<file path="config.mk">
export PLATFORM = sky130hd
export DESIGN_NAME = tlb_fa
export DESIGN_NICKNAME = d
export VERILOG_FILES = /design/src/rtl/tlb_pkg.sv /design/src/rtl/tlb_entry.sv /design/src/rtl/tlb_victim.sv /design/src/rtl/tlb_perm.sv /design/src/rtl/tlb_fa.sv
export SDC_FILE = /design/constraint.sdc
export NUM_CORES = 2
export LEC_CHECK = 0
export ABC_AREA = 0
export BUFFER_PORTS_ARGS = -buffer_cell sky130_fd_sc_hd__buf_2
export CORE_MARGIN = 5
export CORE_UTILIZATION = 63
export DETAILED_ROUTE_END_ITERATION = 12
export PLACE_DENSITY = 0.8
export RECOVER_POWER = 25
export SETUP_SLACK_MARGIN = 0.4
export SYNTH_ARGS = -nofsm -noshare
export SYNTH_HDL_FRONTEND = slang
export SYNTH_SLANG_ARGS = --single-unit
</file>
<file path="constraint.sdc">
create_clock -name clk_i -period 28.5 [get_ports clk_i]
set_clock_uncertainty 0.05 [all_clocks]
set_input_delay 4.275 -clock clk_i [delete_from_list [all_inputs] [get_ports clk_i]]
set_output_delay 4.275 -clock clk_i [all_outputs]
set_load 0.01 [all_outputs]
</file>
<file path="src/rtl/tlb_pkg.sv">
package tlb_pkg;
  typedef enum logic [2:0] {
    OP_LOOKUP    = 3'd0,
    OP_INSERT    = 3'd1,
    OP_FLUSH_ALL = 3'd2,
    OP_FLUSH_NG  = 3'd3,
    OP_DEMAP     = 3'd4
  } tlb_op_e;

  typedef enum logic [1:0] {
    PG_4K = 2'd0,
    PG_2M = 2'd1,
    PG_1G = 2'd2
  } pg_size_e;

  function automatic int unsigned pg_log2(input logic [1:0] code);
    case (code)
      PG_2M:   return 21;
      PG_1G:   return 30;
      default: return 12;
    endcase
  endfunction
endpackage

</file>
<file path="src/rtl/tlb_entry.sv">
module tlb_entry #(
  parameter int VA_W  = 48,
  parameter int PA_W  = 48,
  parameter int SEQ_W = 32
) (
  input  logic             clk_i,
  input  logic             rst_ni,
  input  logic             wr_i,
  input  logic             inv_i,
  input  logic             touch_i,
  input  logic [SEQ_W-1:0] stamp_i,
  input  logic [VA_W-1:0]  ins_va_i,
  input  logic [PA_W-1:0]  ins_pa_i,
  input  logic [1:0]       ins_size_i,
  input  logic             ins_glob_i,
  input  logic             ins_wr_i,
  input  logic             ins_user_i,
  input  logic             ins_unc_i,
  input  logic [VA_W-1:0]  cmp_va_i,
  output logic             valid_o,
  output logic             match_o,
  output logic             glob_o,
  output logic             writable_o,
  output logic             user_o,
  output logic             unc_o,
  output logic [PA_W-1:0]  pa_o,
  output logic [VA_W-1:0]  offs_mask_o,
  output logic [SEQ_W-1:0] stamp_o
);
  import tlb_pkg::*;

  logic             valid_q, glob_q, wr_q, user_q, unc_q;
  logic [1:0]       size_q;
  logic [VA_W-1:0]  va_q;
  logic [PA_W-1:0]  pa_q;
  logic [SEQ_W-1:0] stamp_q;
  logic [VA_W-1:0]  new_mask_va;
  logic [PA_W-1:0]  new_mask_pa;

  always_comb begin
    new_mask_va = (VA_W'(1) << pg_log2(ins_size_i)) - VA_W'(1);
    new_mask_pa = (PA_W'(1) << pg_log2(ins_size_i)) - PA_W'(1);
    offs_mask_o = (VA_W'(1) << pg_log2(size_q)) - VA_W'(1);
  end

  always_ff @(posedge clk_i or negedge rst_ni) begin
    if (!rst_ni) begin
      valid_q <= 1'b0;
      glob_q  <= 1'b0;
      wr_q    <= 1'b0;
      user_q  <= 1'b0;
      unc_q   <= 1'b0;
      size_q  <= 2'd0;
      va_q    <= '0;
      pa_q    <= '0;
      stamp_q <= '0;
    end else if (wr_i) begin
      valid_q <= 1'b1;
      glob_q  <= ins_glob_i;
      wr_q    <= ins_wr_i;
      user_q  <= ins_user_i;
      unc_q   <= ins_unc_i;
      size_q  <= ins_size_i;
      va_q    <= ins_va_i & ~new_mask_va;
      pa_q    <= ins_pa_i & ~new_mask_pa;
      stamp_q <= stamp_i;
    end else begin
      if (inv_i)   valid_q <= 1'b0;
      if (touch_i) stamp_q <= stamp_i;
    end
  end

  assign match_o    = valid_q && (((cmp_va_i ^ va_q) & ~offs_mask_o) == '0);
  assign valid_o    = valid_q;
  assign glob_o     = glob_q;
  assign writable_o = wr_q;
  assign user_o     = user_q;
  assign unc_o      = unc_q;
  assign pa_o       = pa_q;
  assign stamp_o    = stamp_q;
endmodule

</file>
<file path="src/rtl/tlb_victim.sv">
module tlb_victim #(
  parameter int N     = 8,
  parameter int SEQ_W = 32,
  parameter int IDX_W = 3
) (
  input  logic [N-1:0]     valid_i,
  input  logic [SEQ_W-1:0] stamp_i [N],
  output logic             has_free_o,
  output logic [IDX_W-1:0] free_idx_o,
  output logic [IDX_W-1:0] oldest_idx_o
);
  logic [SEQ_W-1:0] best;

  always_comb begin
    has_free_o = 1'b0;
    free_idx_o = '0;
    for (int i = N - 1; i >= 0; i--) begin
      if (!valid_i[i]) begin
        has_free_o = 1'b1;
        free_idx_o = IDX_W'(i);
      end
    end
  end

  // strict less-than keeps the lower index on equal stamps
  always_comb begin
    oldest_idx_o = '0;
    best         = stamp_i[0];
    for (int i = 1; i < N; i++) begin
      if (stamp_i[i] < best) begin
        best         = stamp_i[i];
        oldest_idx_o = IDX_W'(i);
      end
    end
  end
endmodule

</file>
<file path="src/rtl/tlb_perm.sv">
module tlb_perm (
  input  logic [1:0] cpl_i,
  input  logic       force_sup_i,
  input  logic       wp_i,
  input  logic       is_write_i,
  input  logic       store_chk_i,
  input  logic       writable_i,
  input  logic       user_page_i,
  output logic       fault_o,
  output logic       fault_write_o
);
  logic in_user, bad_write, primary;

  always_comb begin
    in_user       = (cpl_i == 2'd3) && !force_sup_i;
    bad_write     = !writable_i && (in_user || wp_i);
    primary       = (in_user && !user_page_i) || (is_write_i && bad_write);
    fault_o       = primary || (store_chk_i && bad_write);
    fault_write_o = primary ? is_write_i : fault_o;
  end
endmodule

</file>
<file path="src/rtl/tlb_fa.sv">
module tlb_fa #(
  parameter int NUM_ENTRIES = 8,
  parameter int VA_W        = 48,
  parameter int PA_W        = 48,
  parameter int SEQ_W       = 32,
  localparam int IDX_W      = (NUM_ENTRIES > 1) ? $clog2(NUM_ENTRIES) : 1
) (
  input  logic             clk_i,
  input  logic             rst_ni,
  input  logic             cmd_valid_i,
  output logic             cmd_ready_o,
  input  logic [2:0]       cmd_op_i,
  input  logic [VA_W-1:0]  cmd_va_i,
  input  logic [PA_W-1:0]  ins_pa_i,
  input  logic [1:0]       ins_size_i,
  input  logic             ins_global_i,
  input  logic             ins_writable_i,
  input  logic             ins_user_i,
  input  logic             ins_uncache_i,
  input  logic             lru_touch_i,
  input  logic             acc_write_i,
  input  logic             acc_store_chk_i,
  input  logic [1:0]       cpl_i,
  input  logic             force_sup_i,
  input  logic             wp_i,
  output logic             rsp_valid_o,
  output logic             rsp_hit_o,
  output logic [IDX_W-1:0] rsp_index_o,
  output logic [PA_W-1:0]  rsp_pa_o,
  output logic             rsp_fault_o,
  output logic             rsp_fault_write_o,
  output logic             rsp_uncache_o,
  output logic             rsp_strict_o
);
  import tlb_pkg::*;

  logic [NUM_ENTRIES-1:0] valid_vec, match_vec, glob_vec, wrb_vec, user_vec, unc_vec;
  logic [NUM_ENTRIES-1:0] wr_vec, inv_vec, touch_vec;
  logic [PA_W-1:0]        pa_arr    [NUM_ENTRIES];
  logic [VA_W-1:0]        mask_arr  [NUM_ENTRIES];
  logic [SEQ_W-1:0]       stamp_arr [NUM_ENTRIES];
  logic [SEQ_W-1:0]       seq_q, seq_nxt;

  logic             accept, hit_any, ins_new;
  logic [IDX_W-1:0] hit_idx, free_idx, oldest_idx, alloc_idx;
  logic             has_free;
  tlb_op_e          op;

  assign cmd_ready_o = 1'b1;
  assign accept      = cmd_valid_i && cmd_ready_o;
  assign op          = tlb_op_e'(cmd_op_i);
  assign seq_nxt     = seq_q + SEQ_W'(1);

  for (genvar g = 0; g < NUM_ENTRIES; g++) begin : g_ent
    tlb_entry #(.VA_W(VA_W), .PA_W(PA_W), .SEQ_W(SEQ_W)) u_ent (
      .clk_i       (clk_i),
      .rst_ni      (rst_ni),
      .wr_i        (wr_vec[g]),
      .inv_i       (inv_vec[g]),
      .touch_i     (touch_vec[g]),
      .stamp_i     (seq_nxt),
      .ins_va_i    (cmd_va_i),
      .ins_pa_i    (ins_pa_i),
      .ins_size_i  (ins_size_i),
      .ins_glob_i  (ins_global_i),
      .ins_wr_i    (ins_writable_i),
      .ins_user_i  (ins_user_i),
      .ins_unc_i   (ins_uncache_i),
      .cmp_va_i    (cmd_va_i),
      .valid_o     (valid_vec[g]),
      .match_o     (match_vec[g]),
      .glob_o      (glob_vec[g]),
      .writable_o  (wrb_vec[g]),
      .user_o      (user_vec[g]),
      .unc_o       (unc_vec[g]),
      .pa_o        (pa_arr[g]),
      .offs_mask_o (mask_arr[g]),
      .stamp_o     (stamp_arr[g])
    );
  end

  // lowest matching index wins when page sizes overlap
  always_comb begin
    hit_idx = '0;
    for (int i = NUM_ENTRIES - 1; i >= 0; i--) begin
      if (match_vec[i]) hit_idx = IDX_W'(i);
    end
  end
  assign hit_any = |match_vec;

  tlb_victim #(.N(NUM_ENTRIES), .SEQ_W(SEQ_W), .IDX_W(IDX_W)) u_victim (
    .valid_i      (valid_vec),
    .stamp_i      (stamp_arr),
    .has_free_o   (has_free),
    .free_idx_o   (free_idx),
    .oldest_idx_o (oldest_idx)
  );

  assign alloc_idx = has_free ? free_idx : oldest_idx;
  assign ins_new   = accept && (op == OP_INSERT) && !hit_any;

  always_comb begin
    for (int i = 0; i < NUM_ENTRIES; i++) begin
      wr_vec[i]    = ins_new && (alloc_idx == IDX_W'(i));
      touch_vec[i] = accept && (op == OP_LOOKUP) && lru_touch_i && hit_any
                     && (hit_idx == IDX_W'(i));
      inv_vec[i]   = 1'b0;
      if (accept) begin
        case (op)
          OP_FLUSH_ALL: inv_vec[i] = 1'b1;
          OP_FLUSH_NG:  inv_vec[i] = !glob_vec[i];
          OP_DEMAP:     inv_vec[i] = hit_any && (hit_idx == IDX_W'(i));
          default:      inv_vec[i] = 1'b0;
        endcase
      end
    end
  end

  always_ff @(posedge clk_i or negedge rst_ni) begin
    if (!rst_ni)                       seq_q <= '0;
    else if (ins_new || (|touch_vec))  seq_q <= seq_nxt;
  end

  logic            sel_wr, sel_user, sel_unc, perm_fault, perm_fw;
  logic [PA_W-1:0] sel_pa;
  logic [VA_W-1:0] sel_mask;

  always_comb begin
    sel_wr   = wrb_vec[hit_idx];
    sel_user = user_vec[hit_idx];
    sel_unc  = unc_vec[hit_idx];
    sel_pa   = pa_arr[hit_idx];
    sel_mask = mask_arr[hit_idx];
  end

  tlb_perm u_perm (
    .cpl_i         (cpl_i),
    .force_sup_i   (force_sup_i),
    .wp_i          (wp_i),
    .is_write_i    (acc_write_i),
    .store_chk_i   (acc_store_chk_i),
    .writable_i    (sel_wr),
    .user_page_i   (sel_user),
    .fault_o       (perm_fault),
    .fault_write_o (perm_fw)
  );

  always_ff @(posedge clk_i or negedge rst_ni) begin
    if (!rst_ni) begin
      rsp_valid_o       <= 1'b0;
      rsp_hit_o         <= 1'b0;
      rsp_index_o       <= '0;
      rsp_pa_o          <= '0;
      rsp_fault_o       <= 1'b0;
      rsp_fault_write_o <= 1'b0;
      rsp_uncache_o     <= 1'b0;
      rsp_strict_o      <= 1'b0;
    end else begin
      rsp_valid_o <= accept;
      if (accept) begin
        rsp_hit_o         <= 1'b0;
        rsp_index_o       <= hit_idx;
        rsp_pa_o          <= '0;
        rsp_fault_o       <= 1'b0;
        rsp_fault_write_o <= 1'b0;
        rsp_uncache_o     <= 1'b0;
        rsp_strict_o      <= 1'b0;
        case (op)
          OP_LOOKUP: if (hit_any) begin
            rsp_hit_o         <= 1'b1;
            rsp_pa_o          <= sel_pa | PA_W'(cmd_va_i & sel_mask);
            rsp_fault_o       <= perm_fault;
            rsp_fault_write_o <= perm_fw;
            rsp_uncache_o     <= sel_unc && !perm_fault;
            rsp_strict_o      <= sel_unc && !perm_fault;
          end
          OP_INSERT: begin
            rsp_hit_o   <= hit_any;
            rsp_index_o <= hit_any ? hit_idx : alloc_idx;
          end
          OP_DEMAP: rsp_hit_o <= hit_any;
          default: ;
        endcase
      end
    end
  end
endmodule

</file>
==> flow_summary.yaml <==
run_status:
  status: "finished, violations left"
  failed_checks: "max-capacitance violations, max-slew violations"
hold_path:
  hp-class: "reg2reg"
power_and_ir_drop:
  power_switching_share_pct: 41.92
  p_sw_w: 0.002735
  p_leak_nw: 32.99
  combPwrFrac_pct: 47.3
  pwr-share-seq_pct: 28.8
  ir_drop_mv: 0.3919
  intPower_w: 0.003789
  powerDensity_nw_per_um2: 99.71
  p_clk_share_pct: 23.9
clocking:
  cts-root-buf: "clkbuf_16"
  numClockSinks: 1104
  cts_tree: "built"
  clk_latency_ns: 0.71
  htree_levels: 3
  cts_hold_buf: 0
  cts_buffer_depth: 3
  cts_made_buffers: 111
  cts.clk_slew.worst_paths_ns: 0.06
  post_cts_buffers: 0
grt:
  met3_usage_pct: 5.777
  grt_pass1_vias: 45910
  grt_usage_pct: 31.92
  grt_util_met1_pct: 40.38
  grt_overflow_total: 0
  grt_max_degree: 178
  antenna_found_initial: 16
  grt_first_pass_wirelength_um: 258200
  gr-max-usage-layer: "met2"
  met2_usage_pct: 53.16
timing:
  finalSetupViolations: 0
  setup_tns_ns: 0
  period_minus_slack_ns: 26.74
  hold_ws_ns: 0.4134
  finalHoldViolations: 0
  post-route-period-util_pct: 93.81
  drv_slew: 586
  fin_ws_ns: 1.765
  fmax_ghz: 0.03740
  rsz0062_at_grt: "false"
  slew_headroom_pct: -455.2
  worst_pin_slew_ns: 8.328
worst_setup_path:
  critPathMaxFanout: 78
  end_kind: "flip-flop"
  cp.depth: 89
  cp_slowest_stage_delay_ns: 0.97
  critPathBufInv: 11
  path_delay_family: "compound AO/OA/AOI/OAI gates"
  crit_required_ns: 29.02
  arrival_ns: 27.26
  rr_worst_depth: 89
  crit_type: "reg2reg"
  worstSetupStartpoint: "g_ent[0].u_ent.stamp_o[9]"
  r2r_setup_slack_ns: 1.76
  reg2reg_from: "g_ent[0].u_ent.stamp_o[9]"
  start_kind: "flip-flop"
  setup.worst_path.end: "g_ent[3].u_ent.stamp_o[29]"
  cp_slowest_cell: "o41ai_4"
  worstReg2RegEnd: "g_ent[3].u_ent.stamp_o[29]"
floorplanning:
  fp.dieW_um: 318.4
  rows: 113
  io_pins: 173
  die_y_um: 318.4
  initial_utilization_pct: 63.25
  die-area_um2: 101400
  design.core.area_um2: 94730
placement:
  place_ws_ns: 2.114
  postPlaceCellArea_um2: 61600
  place_hpwl_um: 107900
  gp_congestion: 0.9134
  io_buffers: 167
routing:
  vias_per_cell: 6.192
  via_count: 44960
  ant_nets: 0
  wl_um: 163900
  drtIter0Drc: 4199
  wl_per_cell_um: 22.58
  dr.pass1.iters: 6
  drc: 0
cells_and_area:
  fin_nets: 6276
  area_growth_pct: 9.214
  stdcell_area_um2: 65430
  drive_gt1_share_pct: 16.61
synthesis:
  synth_area_leaders: "dfrtp_1 46%, mux2_2 11%, nand2_1 7.5%"
  synth_top_area_cell: "dfrtp_1"
  synth-edff-count: 0
  netlist_instances: 5918
  async_reset_ff_share_pct: 100.0
  yosys_warnings: 0
  synthesis.area_um2: 59910
  synth_cell_types: 91
  avgSynthCellArea_um2: 10.12
  synth_top_cell_area_share_pct: 46.11
  syn_nets: 6297
  ys.flop_type: "dfrtp_1"
  ys_seq_area_share_pct: 46.11
  ys_seq_elements: 1104
job:
  maxCapViolCount: 6
worst min-delay path by stage:
stage	startpoint	endpoint	cells after the start
floorplan	g_ent[4].u_ent.pa_o[38]	g_ent[4].u_ent.pa_o[38]	2
global placement	g_ent[4].u_ent.pa_o[38]	g_ent[4].u_ent.pa_o[38]	2
detailed placement	g_ent[6].u_ent.pa_o[10]	g_ent[6].u_ent.pa_o[10]	2
CTS	g_ent[6].u_ent.writable_o	g_ent[6].u_ent.writable_o	2
global route	g_ent[5].u_ent.pa_o[24]	g_ent[5].u_ent.pa_o[24]	2
finish	g_ent[6].u_ent.pa_o[10]	g_ent[6].u_ent.pa_o[10]	2
cell usage after synthesis (5+ instances only):
cell and instances:
nand2_1 1197, dfrtp_1 1104, mux2_2 585, o21ai_0 286
ha_1 264, clkbuf_1 239, xnor2_1 229, a21oi_1 223
nor2_1 219, xor2_1 194, mux2i_1 184, inv_1 177
mux2_1 135, nand3_1 109, nand4_1 82, buf_2 76
a21o_1 54, nor2b_1 48, a221oi_1 47, buf_1 42
and2_1 40, o2bb2ai_1 34, nor3_1 31, nor4_1 29
and3_1 28, nand2b_1 21, o211ai_1 20, a31oi_1 17
o2111ai_1 13, a211oi_1 11, and4_1 10, or3_1 10
o41ai_1 9, or2_2 9, a22o_1 8, a41oi_1 8
o21ai_1 8, a22oi_1 7, buf_4 7, o21a_1 7
a221o_1 6, clkinv_1 5, nor3b_1 5, o31ai_1 5
cell usage in the layout (no fill, tap or decap), drive strengths merged, types with 9 or more instances in the layout:
| cell type | n |
|---|---|
| nand4 | 82 |
| a211oi | 14 |
| mux2i | 184 |
| nand3 | 109 |
| buf | 167 |
| a21oi | 224 |
| and2 | 40 |
| inv | 180 |
| nor2b | 48 |
| or2 | 10 |
| clkbuf | 220 |
| diode | 9 |
| clkinv | 30 |
| o2bb2ai | 34 |
| o41ai | 10 |
| o21ai | 295 |
| mux2 | 720 |
| nor3 | 31 |
| o2111ai | 14 |
| ha | 264 |
| nand2b | 21 |
| nor4 | 32 |
| xor2 | 194 |
| xnor2 | 229 |
| bufinv | 13 |
| o211ai | 20 |
| or3 | 10 |
| and4 | 10 |
| a21o | 54 |
| a31oi | 17 |
| a221oi | 49 |
| nor2 | 219 |
| a41oi | 9 |
| and3 | 28 |
| nand2 | 1197 |
| dfrtp | 1104 |
sequential cells by signal, indices dropped and copies added (netlist names):
name	count
rsp_strict_o	1
g_ent.u_ent.unc_o	8
rsp_fault_o	1
g_ent.u_ent.user_o	8
rsp_hit_o	1
g_ent.u_ent.size_q	16
rsp_fault_write_o	1
rsp_index_o	3
rsp_pa_o	48
g_ent.u_ent.va_q	352
g_ent.u_ent.glob_o	8
seq_q	32
g_ent.u_ent.valid_o	8
g_ent.u_ent.pa_o	352
g_ent.u_ent.writable_o	8
g_ent.u_ent.stamp_o	256
rsp_valid_o	1
routing by layer:
layer | routed length, µm | share of wire, %
met4 | 9086 | 5.5
met5 | 55 | 0.034
met3 | 12420 | 7.6
met1 | 63510 | 39
met2 | 78860 | 48
stage by stage:
| stage | cells | power (W) | util (%) |
|---|---|---|---|
| 2_1_floorplan | 5918 | 0.004042 | - |
| 3_3_place_gp | 7049 | 0.004809 | 65.03 |
| 3_5_place_dp | 7049 | 0.004913 | 65.03 |
| 4_1_cts | 7251 | 0.006481 | 69.18 |
| 5_1_grt | 7258 | 0.006822 | 69.07 |
| 6_report | 7260 | 0.006524 | 69.08 |
cell type report:
type / instances / area, µm²
Sequential cell: 1104 / 27630
Inverter: 183 / 688.2
Fill cell: 6846 / 29290
Tap cell: 1265 / 1583
Multi-Input combinational cell: 4267 / 30310
Antenna cell: 9 / 22.52
Timing Repair Buffer: 230 / 1274
Clock buffer: 157 / 3293
Clock inverter: 45 / 636.9
logic make-up after synthesis:
| logic type | count (synthesis) | synth area share (%) |
|---|---|---|
| buffers and inverters | 547 | 3.630 |
| AOI/OAI and AO/OA | 818 | 8.600 |
| adders and majority gates | 268 | 5.584 |
| other | 1 | 0.006259 |
| and+or+nand+nor | 1853 | 13.28 |
| DFF | 1104 | 46.11 |
| muxes | 904 | 16.61 |
| xor gates and xnor gates | 423 | 6.184 |
what timing repair did:
| item | CTS | global route |
|---|---|---|
| endpoints found under the hold margin | 0 | 0 |
| endpoints found under the setup margin | 0 | 40 |
| resized for setup | 0 | 1 |
tightest hold or removal path, stage by stage (launching register included):
cell and delay (ns):
dfrtp_1 0.34, nand2_1 0.05, nand2_1 0.05
power by group through the flow:
stage	Clock, W	Combinational [W]	Sequential (W)
after floorplan	0	0.00217	0.00187
after global placement	0	0.00292	0.00189
after detailed placement	0	0.00301	0.00190
after CTS	0.00157	0.00303	0.00188
after global routing	0.00164	0.00328	0.00190
final	0.00156	0.00309	0.00188
Power figures use the tool's default switching activity.
